<file path="src/rtl/otp_burn_pkg.sv">
`timescale 1ns/1ps
package otp_burn_pkg;

  typedef enum logic [3:0] {
    ST_IDLE,
    ST_RAISE,   // raised rails settling
    ST_SETUP,   // address/data setup before strobe
    ST_PULSE,   // strobe high
    ST_HOLD,    // address/data hold after strobe
    ST_VERIFY,  // read back at raised rails
    ST_LOWER,   // nominal rails settling
    ST_CMP,     // whole-block compare at nominal
    ST_FINISH   // done cycle
  } burn_state_e;

  function automatic int unsigned max_of4(input int unsigned a, input int unsigned b,
                                          input int unsigned c, input int unsigned d);
    int unsigned m;
    m = a;
    if (b > m) m = b;
    if (c > m) m = c;
    if (d > m) m = d;
    return m;
  endfunction

  // A phase of n cycles loads n-1 into the down counter (minimum one cycle).
  function automatic int unsigned phase_load(input int unsigned n);
    return (n == 0) ? 0 : n - 1;
  endfunction

  function automatic logic in_prog_phase(input burn_state_e s);
    return (s == ST_RAISE) || (s == ST_SETUP) || (s == ST_PULSE) ||
           (s == ST_HOLD)  || (s == ST_VERIFY);
  endfunction

endpackage

</file>
<file path="src/rtl/otp_burn_timer.sv">
`timescale 1ns/1ps
module otp_burn_timer #(
  parameter int unsigned TW = 8
) (
  input  logic          clk,
  input  logic          rst_n,
  input  logic          load,
  input  logic [TW-1:0] load_val,
  output logic          zero
);
  logic [TW-1:0] cnt;

  always_ff @(posedge clk or negedge rst_n) begin
    if (!rst_n)          cnt <= '0;
    else if (load)       cnt <= load_val;
    else if (cnt != '0)  cnt <= cnt - TW'(1);
  end

  assign zero = (cnt == '0);
endmodule

</file>
<file path="src/rtl/otp_burn_addr_seq.sv">
`timescale 1ns/1ps
module otp_burn_addr_seq #(
  parameter int unsigned ADDR_W = 4
) (
  input  logic              clk,
  input  logic              rst_n,
  input  logic              clr,
  input  logic              inc,
  output logic [ADDR_W-1:0] addr,
  output logic              at_last
);
  always_ff @(posedge clk or negedge rst_n) begin
    if (!rst_n)   addr <= '0;
    else if (clr) addr <= '0;
    else if (inc) addr <= addr + ADDR_W'(1);
  end

  assign at_last = &addr;
endmodule

</file>
<file path="src/rtl/otp_burn_tries.sv">
`timescale 1ns/1ps
module otp_burn_tries #(
  parameter int unsigned MAX_PULSES = 25
) (
  input  logic clk,
  input  logic rst_n,
  input  logic clr,
  input  logic inc,
  output logic at_limit
);
  localparam int unsigned CW = $clog2(MAX_PULSES + 1);
  localparam logic [CW-1:0] LIMIT = CW'(MAX_PULSES);

  logic [CW-1:0] used;

  always_ff @(posedge clk or negedge rst_n) begin
    if (!rst_n)                     used <= '0;
    else if (clr)                   used <= '0;
    else if (inc && used != LIMIT)  used <= used + CW'(1);
  end

  assign at_limit = (used >= LIMIT);
endmodule

</file>
<file path="src/rtl/otp_burn_ctrl.sv">
`timescale 1ns/1ps
module otp_burn_ctrl
  import otp_burn_pkg::*;
#(
  parameter int unsigned ADDR_W     = 4,
  parameter int unsigned DATA_W     = 8,
  parameter int unsigned PULSE_CYC  = 25000,
  parameter int unsigned SETUP_CYC  = 500,
  parameter int unsigned HOLD_CYC   = 500,
  parameter int unsigned SETTLE_CYC = 250,
  parameter int unsigned MAX_PULSES = 25
) (
  input  logic              clk,
  input  logic              rst_n,
  input  logic              start,
  output logic              done,
  output logic              pass,
  output logic              fail,
  output logic [ADDR_W-1:0] src_addr,
  input  logic [DATA_W-1:0] src_data,
  output logic [ADDR_W-1:0] mem_addr,
  output logic [DATA_W-1:0] mem_wdata,
  output logic              mem_pgm,
  output logic              mem_rd,
  input  logic [DATA_W-1:0] mem_rdata,
  output logic              vsel_hi
);
  localparam int unsigned LONGEST = max_of4(PULSE_CYC, SETUP_CYC, HOLD_CYC, SETTLE_CYC);
  localparam int unsigned TW      = $clog2(LONGEST + 1);
  localparam logic [TW-1:0] LD_PULSE  = TW'(phase_load(PULSE_CYC));
  localparam logic [TW-1:0] LD_SETUP  = TW'(phase_load(SETUP_CYC));
  localparam logic [TW-1:0] LD_HOLD   = TW'(phase_load(HOLD_CYC));
  localparam logic [TW-1:0] LD_SETTLE = TW'(phase_load(SETTLE_CYC));

  burn_state_e state, nxt;

  // named internal events
  logic          tmr_load, tmr_zero;
  logic [TW-1:0] tmr_val;
  logic          addr_clr, addr_inc, addr_last;
  logic          try_clr, try_inc, try_limit;
  logic          set_pass, set_fail, clr_result;
  logic          verify_match;
  logic [ADDR_W-1:0] cur_addr;

  otp_burn_timer #(.TW(TW)) timer_i (
    .clk(clk), .rst_n(rst_n), .load(tmr_load), .load_val(tmr_val), .zero(tmr_zero)
  );

  otp_burn_addr_seq #(.ADDR_W(ADDR_W)) seq_i (
    .clk(clk), .rst_n(rst_n), .clr(addr_clr), .inc(addr_inc),
    .addr(cur_addr), .at_last(addr_last)
  );

  otp_burn_tries #(.MAX_PULSES(MAX_PULSES)) tries_i (
    .clk(clk), .rst_n(rst_n), .clr(try_clr), .inc(try_inc), .at_limit(try_limit)
  );

  assign verify_match = (mem_rdata == src_data);

  always_comb begin
    nxt        = state;
    tmr_load   = 1'b0;
    tmr_val    = '0;
    addr_clr   = 1'b0;
    addr_inc   = 1'b0;
    try_clr    = 1'b0;
    try_inc    = 1'b0;
    set_pass   = 1'b0;
    set_fail   = 1'b0;
    clr_result = 1'b0;
    case (state)
      ST_IDLE: if (start) begin
        nxt = ST_RAISE; tmr_load = 1'b1; tmr_val = LD_SETTLE;
        addr_clr = 1'b1; try_clr = 1'b1; clr_result = 1'b1;
      end
      ST_RAISE: if (tmr_zero) begin
        nxt = ST_SETUP; tmr_load = 1'b1; tmr_val = LD_SETUP;
      end
      ST_SETUP: if (tmr_zero) begin
        nxt = ST_PULSE; tmr_load = 1'b1; tmr_val = LD_PULSE; try_inc = 1'b1;
      end
      ST_PULSE: if (tmr_zero) begin
        nxt = ST_HOLD; tmr_load = 1'b1; tmr_val = LD_HOLD;
      end
      ST_HOLD: if (tmr_zero) nxt = ST_VERIFY;
      ST_VERIFY: begin
        if (verify_match) begin
          if (addr_last) begin
            nxt = ST_LOWER; tmr_load = 1'b1; tmr_val = LD_SETTLE;
          end else begin
            nxt = ST_SETUP; tmr_load = 1'b1; tmr_val = LD_SETUP;
            addr_inc = 1'b1; try_clr = 1'b1;
          end
        end else if (try_limit) begin
          nxt = ST_FINISH; set_fail = 1'b1;
        end else begin
          nxt = ST_SETUP; tmr_load = 1'b1; tmr_val = LD_SETUP;
        end
      end
      ST_LOWER: if (tmr_zero) begin
        nxt = ST_CMP; addr_clr = 1'b1;
      end
      ST_CMP: begin
        if (!verify_match) begin
          nxt = ST_FINISH; set_fail = 1'b1;
        end else if (addr_last) begin
          nxt = ST_FINISH; set_pass = 1'b1;
        end else begin
          addr_inc = 1'b1;
        end
      end
      ST_FINISH: nxt = ST_IDLE;
      default:   nxt = ST_IDLE;
    endcase
  end

  always_ff @(posedge clk or negedge rst_n) begin
    if (!rst_n) begin
      state <= ST_IDLE;
      pass  <= 1'b0;
      fail  <= 1'b0;
    end else begin
      state <= nxt;
      if (clr_result) begin
        pass <= 1'b0;
        fail <= 1'b0;
      end else begin
        if (set_pass) pass <= 1'b1;
        if (set_fail) fail <= 1'b1;
      end
    end
  end

  assign done      = (state == ST_FINISH);
  assign mem_pgm   = (state == ST_PULSE);
  assign mem_rd    = (state == ST_VERIFY) || (state == ST_CMP);
  assign vsel_hi   = in_prog_phase(state);
  assign src_addr  = cur_addr;
  assign mem_addr  = cur_addr;
  assign mem_wdata = src_data;
endmodule

</file>
<file path="config.mk">
export PLATFORM = sky130hd
export DESIGN_NAME = otp_burn_ctrl
export DESIGN_NICKNAME = d
export VERILOG_FILES = /design/src/rtl/otp_burn_pkg.sv /design/src/rtl/otp_burn_timer.sv /design/src/rtl/otp_burn_addr_seq.sv /design/src/rtl/otp_burn_tries.sv /design/src/rtl/otp_burn_ctrl.sv
export SDC_FILE = /design/constraint.sdc
export NUM_CORES = 1
export LEC_CHECK = 0
export BUFFER_PORTS_ARGS = -buffer_cell sky130_fd_sc_hd__buf_4
export CAP_MARGIN = 25
export CELL_PAD_IN_SITES_DETAIL_PLACEMENT = 1
export CELL_PAD_IN_SITES_GLOBAL_PLACEMENT = 1
export CORE_MARGIN = 8
export CORE_UTILIZATION = 30
export DETAILED_ROUTE_END_ITERATION = 6
export PLACE_DENSITY_LB_ADDON = 0.1
export SETUP_SLACK_MARGIN = 0.2
export SYNTH_ARGS = -nofsm -noshare
export SYNTH_HDL_FRONTEND = slang
export SYNTH_SLANG_ARGS = --single-unit
</file>
<file path="constraint.sdc">
create_clock -name clk -period 2.8 [get_ports clk]
set_clock_uncertainty 0.1 [all_clocks]
set_input_delay 0.28 -clock clk [delete_from_list [all_inputs] [get_ports clk]]
set_output_delay 0.28 -clock clk [all_outputs]
set_load 0.005 [all_outputs]
</file>
==> results.md, run 1 <==
| Stage | Metric | Value |
|---|---|---|
| status | Status | complete, no violations |
| grt | Pin count of the biggest net entering global routing | 31 |
| finish | Non-filler instance count after layout | 340 |
| setup path | CP Capture Type | flip-flop |
| power | Max rail drop VDD | 232 uV |
| worst hold path | Worst min-delay path class | primary input to flip-flop |
| synth | Number of enable flip-flop cells after synthesis | 0 |
| power | Total leakage power | 0.00110 uW |
| setup path | Kind of start point of the critical path | flip-flop |
| setup path | Crit-path slowest cell | sky130_fd_sc_hd__and4_1 |
| die | Overall die height | 98.4 um |
| setup path | Worst Path Required | 2900 ps |
| sta | Unrepaired setup endpoints after global routing | no |
| sta | Min cycle time layout | 2350 ps |
| clock network | Buffers inserted during post-CTS setup optimization | 0 |
| synth | Synthesized net count | 247 |
| drt | Via count | 1737 |
| synth | Post-synthesis cell type count | 49 |
| synth | Mapped Cells | 223 |
| place | Global placement routability congestion | 0.735 |
| die | Boundary pin count | 41 |
| clock network | Maximum number of buffers from clock root to sink | 2 |
| sta | Maximum clock rate | 425 MHz |
| synth | Share of synthesized flip-flops with an asynchronous set or reset | 100% |
| finish | Most common cell after layout, fill and taps aside | sky130_fd_sc_hd__buf_4 |
| sta | Accumulated negative setup slack | 0 ps |
| drt | Routed length per placed instance | 16.3 um |
| setup path | Total buffers and inverters traversed by the critical path | 2 |
| grt | Grt peak-use layer | met2 |
| die | Width of the chip | 98.4 um |
| finish | Share of final-layout standard cells stronger than drive strength 1 | 25.0% |
| sta | Hold Vio Cnt, Final | 0 |
| run | Number of max-capacitance violations reported | 0 |
| die | Site row count | 30 |
| setup path | Kind of cell adding the most delay to the critical path | simple AND/OR/NAND/NOR gates |
| die | DIE AREA | 0.00968 sq mm |
| die | Starting density of the core | 30.5% |
| setup path | Critical path cell sequence | inv_1 -> ha_1 -> nor4b_2 -> and4_1 -> buf_4 -> nand3_1 -> or2_0 -> a21oi_1 |
| synth | Mean post-synth cell area | 9.13 sq um |
| setup path | Crit Path Max Fanout | 8 |
| finish | Final design area excluding fillers | 0.00247 sq mm |
| drt | Remaining antenna violation count | 0 |
| sta | Max Transition Viols Final | 0 |
| setup path | Slowest cell delay on critical path | 490 ps |
| finish | Post-layout util | 37.0% |
| grt | Via count of the first global-routing pass | 1920 |
| synth | Sequential area share after synthesis | 36.9% |
| power | Power density of the placed cells | 769 mW/mm^2 |
| grt | Global Route met1 Usage | 16.2% |
| synth | Number of warnings reported in the yosys synthesis log | 0 |
| grt | First-pass GRT wire length | 9.73 mm |
| finish | Area growth syn-to-layout | 21.5% |
| place | Final HPWL from detailed placement | 4.29 mm |
| sta | Share of the clock period used by the worst path | 84.1% |
| drt | Initial drt markers | 62 |
| grt | Initial antenna violation count | 0 |
| clock network | Root buf cell | sky130_fd_sc_hd__clkbuf_8 |
| setup path | Arrival @ worst endpoint | 2450 ps |
| clock network | # H-tree levels | 2 |
| sta | Slew margin rel. | 58.1% |
| grt | Global routing met2 resource utilization | 18.7% |
| place | Instance area at placement | 0.00237 sq mm |
| synth | Dominant register cell in the synthesized netlist | sky130_fd_sc_hd__dfrtp_1 |
| finish | Fin nets | 283 |
| clock network | Clock Latency Late Sink | 280 ps |
| place | # port buffers | 40 |
| drt | First drt pass iteration count | 4 |
| grt | Total routing resource utilization after global routing | 12.4% |
| drt | Drt drc | 0 |
| sta | Actual transition at the worst max-transition pin | 622 ps |
| clock network | CTS tree | done |
| power | Power consumption | 1900 uW |
| clock network | Clock net sink count | 30 |
| finish | Most used cells in the layout excluding fill and tap cells | 49 x sky130_fd_sc_hd__buf_4, 30 x sky130_fd_sc_hd__dfrtp_1, 25 x sky130_fd_sc_hd__nor2_1 |
| drt | Vias per Instance | 5.11 |
| grt | Routing usage on met3 | 3.98% |
| clock network | Inserted Clock Buffers | 5 |
| drt | Routed Wire Length | 5.54 mm |
| die | Core area | 0.00668 sq mm |
| grt | Total grt overflow | 0 |
| clock network | Clock-pin transition on the worst setup and hold timing paths | 70 ps |
| synth | Flop and latch count out of synthesis | 30 |
| synth | Total standard cell area after synthesis | 0.00204 sq mm |
| place | Cells after DPL | 331 |
| sta | Finish-stage setup viols | 0 |
| finish | Antenna cells | 0 |
| setup path | Crit path kind | flip-flop to flip-flop |
==> per-layer routing <==
layer / up-vias / routed length, um
li1: 861 / -
met4: 0 / 46
met3: 4 / 314
met1: 827 / 2670
met2: 45 / 2510
met5: - / 0
==> cell families (layout without fill, tap and decap cells) <==
group,Yosys count,in the layout,share of synthesized area (%)
adder cells (fa/ha/maj),5,5,3.07
multiplexers,2,2,1.04
AND/OR/NAND/NOR,88,88,24.6
AO/OA/AOI/OAI,41,41,14.7
XOR/XNOR,27,27,11.6
buffers and inverters,30,67,8.11
flip-flops,30,30,36.9
==> area by class of cell <==
type | instances | area (sq um)
Inverter | 9 | 33.8
Clock buffer | 7 | 86.3
Clock inverter | 1 | 5.00
Multi-Input combinational cell | 163 | 1120
Timing Repair Buffer | 50 | 378
Sequential cell | 30 | 751
Fill cell | 784 | 4210
Tap cell | 80 | 100
==> cell usage after synthesis (3+ instances only) <==
cell type                  number  area, sq um
sky130_fd_sc_hd__xor2_1        10         87.6
sky130_fd_sc_hd__nand3_1        9         45.0
sky130_fd_sc_hd__o21ai_0        6         30.0
sky130_fd_sc_hd__xnor2_1       17          149
sky130_fd_sc_hd__nor3_1         5         25.0
sky130_fd_sc_hd__a211oi_1       4         30.0
sky130_fd_sc_hd__clkbuf_1       5         18.8
sky130_fd_sc_hd__nor4_1         5         31.3
sky130_fd_sc_hd__a21oi_1        9         45.0
sky130_fd_sc_hd__o211ai_1       3         22.5
sky130_fd_sc_hd__and2_1         4         25.0
sky130_fd_sc_hd__buf_4         13         97.6
sky130_fd_sc_hd__nand4b_1       3         26.3
sky130_fd_sc_hd__ha_1           5         62.6
sky130_fd_sc_hd__nand4_1        6         37.5
sky130_fd_sc_hd__dfrtp_1       30          751
sky130_fd_sc_hd__nor2_1        25         93.8
sky130_fd_sc_hd__inv_1          9         33.8
sky130_fd_sc_hd__o31ai_1        3         22.5
sky130_fd_sc_hd__nand2_1       12         45.0
sky130_fd_sc_hd__buf_2          3         15.0
==> through the flow <==
| stage | hold WS (ps) | worst slack (ps) |
|---|---|---|
| floorplan | -116 | 777 |
| CTS | 324 | 426 |
| detailed placement | 150 | 426 |
| finish | 338 | 445 |
| global route | 359 | 249 |
| global placement | 148 | 484 |
==> worst paths after layout <==
kind	slack [ps]	cells past startpoint	to	startpoint
setup / recovery	450	8	tries_i.used[1]$_DFFE_PN0P_	timer_i.cnt[0]$_DFFE_PN0P_
hold / removal	340	5	timer_i.cnt[3]$_DFFE_PN0P_	start
setup reg to reg	450	8	tries_i.used[1]$_DFFE_PN0P_	timer_i.cnt[0]$_DFFE_PN0P_
hold reg to reg	410	2	pass$_DFFE_PN0P_	pass$_DFFE_PN0P_
max in group asynchronous	1920	2	tries_i.used[2]$_DFFE_PN0P_	rst_n
min in group asynchronous	370	2	timer_i.cnt[5]$_DFFE_PN0P_	rst_n
==> state kept, by name (all words and copies together), names as in the netlist <==
| register | cells |
|---|---|
| timer_i.cnt | 15 |
| seq_i.addr | 4 |
| state | 4 |
| pass | 1 |
| tries_i.used | 5 |
| fail | 1 |
==> power by group <==
group / internal (uW) / total (uW) / leakage (uW) / switching, uW
sequential: 546 / 731 / 0.000376 / 185
combinational: 384 / 805 / 0.000674 / 421
clock: 198 / 369 / 0.0000482 / 171
==> worst register-to-register path, delay by kind of cell (launching register included) <==
| kind | cells | cell delay, ps |
|---|---|---|
| buffers and inverters | 2 | 340 |
| and+or+nand+nor | 4 | 1160 |
| AOI/OAI and AO/OA | 1 | 130 |
| adders and majority gates | 1 | 150 |
| DFF | 1 | 390 |
==> what timing repair did <==
item / 4_1_cts / 5_1_grt
gates resized for setup: 0 / 0
hold buffers: 1 / 0
hold endpoints to repair: 30 / 0
Power figures use the tool's default switching activity.
==> run 2, diff against run 1 <==
clock period = 2.2 ns   (was 2.8 ns; I/O delays follow)
==> run 2 against run 1 <==
Compared with the run above:
- fmax is 19% higher
- design area is 17% higher
- hold slack worse by 21 ps
- final cell count is 9.7% higher
- clock power is 17% higher
- critical endpoint is now state[2]$_DFFE_PN0P_
- highest routed layer unchanged
==> results.md, run 2 (same netlist as run 1, synthesis figures left out) <==
| Stage | Metric | Value | Change |
|---|---|---|---|
| status | Status | complete, no violations |  |
| drt | First drt pass iteration count | 4 | unchanged |
| place | Global placement routability congestion | 0.840 | +14% |
| setup path | Crit path kind | flip-flop to flip-flop |  |
| grt | Total grt overflow | 0 | unchanged |
| clock network | Maximum number of buffers from clock root to sink | 2 | unchanged |
| finish | Post-layout util | 43.5% | +6.5 points |
| power | Max rail drop VDD | 406 uV | +75% |
| grt | Total routing resource utilization after global routing | 13.5% | +1.1 points |
| place | Final HPWL from detailed placement | 4.82 mm | +12% |
| drt | Drt drc | 0 | unchanged |
| clock network | Clock Latency Late Sink | 280 ps | about the same |
| finish | Largest Register | timer_i.cnt |  |
| power | Power density of the placed cells | 999 mW/mm^2 | +30% |
| grt | First-pass GRT wire length | 10.5 mm | +8.2% |
| finish | Share of final-layout standard cells stronger than drive strength 1 | 43.3% | +18 points |
| die | Width of the chip | 98.4 um | unchanged |
| place | Cells after DPL | 354 | +6.9% |
| die | Boundary pin count | 41 | unchanged |
| finish | Most common cell after layout, fill and taps aside | sky130_fd_sc_hd__buf_4 |  |
| setup path | Reg2reg setup slack | 230 ps | -220 ps |
| place | # port buffers | 40 | unchanged |
| finish | Area growth syn-to-layout | 42.7% |  |
| power | Total leakage power | 0.00128 uW | +16% |
| setup path | Arrival @ worst endpoint | 2040 ps | -410 ps |
| drt | Remaining antenna violation count | 0 | unchanged |
| die | Overall die height | 98.4 um | unchanged |
| die | Starting density of the core | 30.5% | unchanged |
| drt | Routed length per placed instance | 17.5 um | +7.6% |
| finish | Registers with the most flip-flops | timer_i.cnt: 15 flops, tries_i.used: 5 flops |  |
| die | DIE AREA | 0.00968 sq mm | unchanged |
| clock network | # H-tree levels | 2 | unchanged |
| finish | Fin nets | 317 | +12% |
| drt | Via count | 1893 | +9.0% |
| setup path | Crit Path Max Fanout | 4 | -4 |
| finish | Antenna cells | 0 | unchanged |
| die | Core area | 0.00668 sq mm | unchanged |
| worst hold path | Worst min-delay path class | primary input to asynchronous set/reset pin |  |
| setup path | Crit-path slowest cell | sky130_fd_sc_hd__dfrtp_1 |  |
| finish | Most used cells in the layout excluding fill and tap cells | 80 x sky130_fd_sc_hd__buf_4, 26 x sky130_fd_sc_hd__dfrtp_1, 22 x sky130_fd_sc_hd__nor2_1 |  |
| drt | Vias per Instance | 5.08 | -0.66% |
| sta | Hold Vio Cnt, Final | 0 | unchanged |
| sta | Min cycle time layout | 1970 ps | -381 ps |
| setup path | Critical path cell sequence | inv_2 -> ha_4 -> nor4b_4 -> and4_4 -> o22ai_4 -> a21o_1 -> a221o_1 |  |
| finish | Flip-flop count of the largest register, all copies and words added | 15 | unchanged |
| clock network | Inserted Clock Buffers | 5 | unchanged |
| grt | Pin count of the biggest net entering global routing | 31 | unchanged |
| sta | Finish-stage setup viols | 0 | unchanged |
| run | Number of max-capacitance violations reported | 0 | unchanged |
| sta | Maximum clock rate | 507 MHz | +19% |
| drt | Initial drt markers | 43 | -31% |
| sta | Share of the clock period used by the worst path | 89.7% | +5.6 points |
| clock network | CTS tree | done |  |
| grt | Via count of the first global-routing pass | 2125 | +11% |
| setup path | Kind of cell adding the most delay to the critical path | compound AO/OA/AOI/OAI gates |  |
| clock network | Clock net sink count | 30 | unchanged |
| sta | Unrepaired setup endpoints after global routing | yes |  |
| setup path | CP Capture Type | flip-flop |  |
| sta | Accumulated negative setup slack | 0 ps | unchanged |
| power | Power consumption | 2900 uW | +53% |
| sta | Slew margin rel. | 71.6% | +13 points |
| setup path | Total buffers and inverters traversed by the critical path | 1 | -1 |
| clock network | Clock-pin transition on the worst setup and hold timing paths | 70 ps | about the same |
| place | Instance area at placement | 0.00255 sq mm | +7.6% |
| sta | Actual transition at the worst max-transition pin | 423 ps | -199 ps |
| clock network | Root buf cell | sky130_fd_sc_hd__clkbuf_8 |  |
| sta | Max Transition Viols Final | 0 | unchanged |
| finish | Non-filler instance count after layout | 373 | +9.7% |
| die | Site row count | 30 | unchanged |
| setup path | Slowest cell delay on critical path | 400 ps | -90 ps |
| setup path | Worst Path Required | 2260 ps | -640 ps |
| grt | Initial antenna violation count | 0 | unchanged |
| finish | Final design area excluding fillers | 0.00291 sq mm | +17% |
| setup path | Kind of start point of the critical path | flip-flop |  |
| drt | Routed Wire Length | 6.54 mm | +18% |
run 2: cell types whose count changed in the layout (fill, tap and decap cells not counted), sizes merged:
| cell | delta |
|---|---|
| buf | +33 |
| clkinv | +1 |
| clkbuf | -1 |
run 2: per-stage QoR:
stage | setup slack, ps | hold WS [ps]
floorplan | 217 | -176
global placement | 36.8 | 93.9
detailed placement | 28.2 | 97.7
CTS | 201 | 325
global route | 130 | 362
finish | 226 | 318
run 2: worst paths after layout:
check	cells past startpoint	from	endpoint
max	7	timer_i.cnt[1]$_DFFE_PN0P_	state[2]$_DFFE_PN0P_
min	2	rst_n	timer_i.cnt[9]$_DFFE_PN0P_
max reg2reg	7	timer_i.cnt[1]$_DFFE_PN0P_	state[2]$_DFFE_PN0P_
min reg2reg	2	pass$_DFFE_PN0P_	pass$_DFFE_PN0P_
max in group asynchronous	2	rst_n	state[0]$_DFFE_PN0P_
min in group clk	5	start	timer_i.cnt[3]$_DFFE_PN0P_
run 2: power breakdown:
part           total (uW)  internal (uW)  leakage, uW  switching [uW]
combinational        1560            780     0.000864             775
clock                 430            212    0.0000438             218
sequential            920            704     0.000372             216
run 2: cell type report:
| class | count | area, sq um |
|---|---|---|
| Clock inverter | 2 | 10.0 |
| Inverter | 9 | 33.8 |
| Multi-Input combinational cell | 163 | 1280 |
| Clock buffer | 5 | 68.8 |
| Timing Repair Buffer | 84 | 662 |
| Fill cell | 778 | 3770 |
| Sequential cell | 30 | 756 |
| Tap cell | 80 | 100 |
run 2: worst reg2reg max path: cells and delay by family, from the launching register on:
family / cells / cell delay, ps
AO/OA/AOI/OAI: 3 / 630
AND/OR/NAND/NOR: 2 / 530
flip-flops: 1 / 400
adder cells (fa/ha/maj): 1 / 120
buffers and inverters: 1 / 90
run 2: per-layer routing:
| metal | part of all wire [%] | routed length (um) | GRT usage (%) | up-vias |
|---|---|---|---|---|
| met1 | 43 | 2820 | 15.5 | 921 |
| met2 | 51 | 3370 | 23.5 | 44 |
| met5 | 0 | 0 | 0 | - |
| met4 | 0.90 | 59 | 3.54 | 0 |
| met3 | 4.4 | 289 | 4.27 | 6 |
| li1 | - | - | - | 922 |
run 2: timing repair:
action	4_1_cts	5_1_grt
gates cloned	0	1
buffers inserted	2	8
pin swaps	4	12
hold buffers	1	0
hold endpoints to repair	30	0
gates resized for setup	11	30
endpoints found under the setup margin	18	24
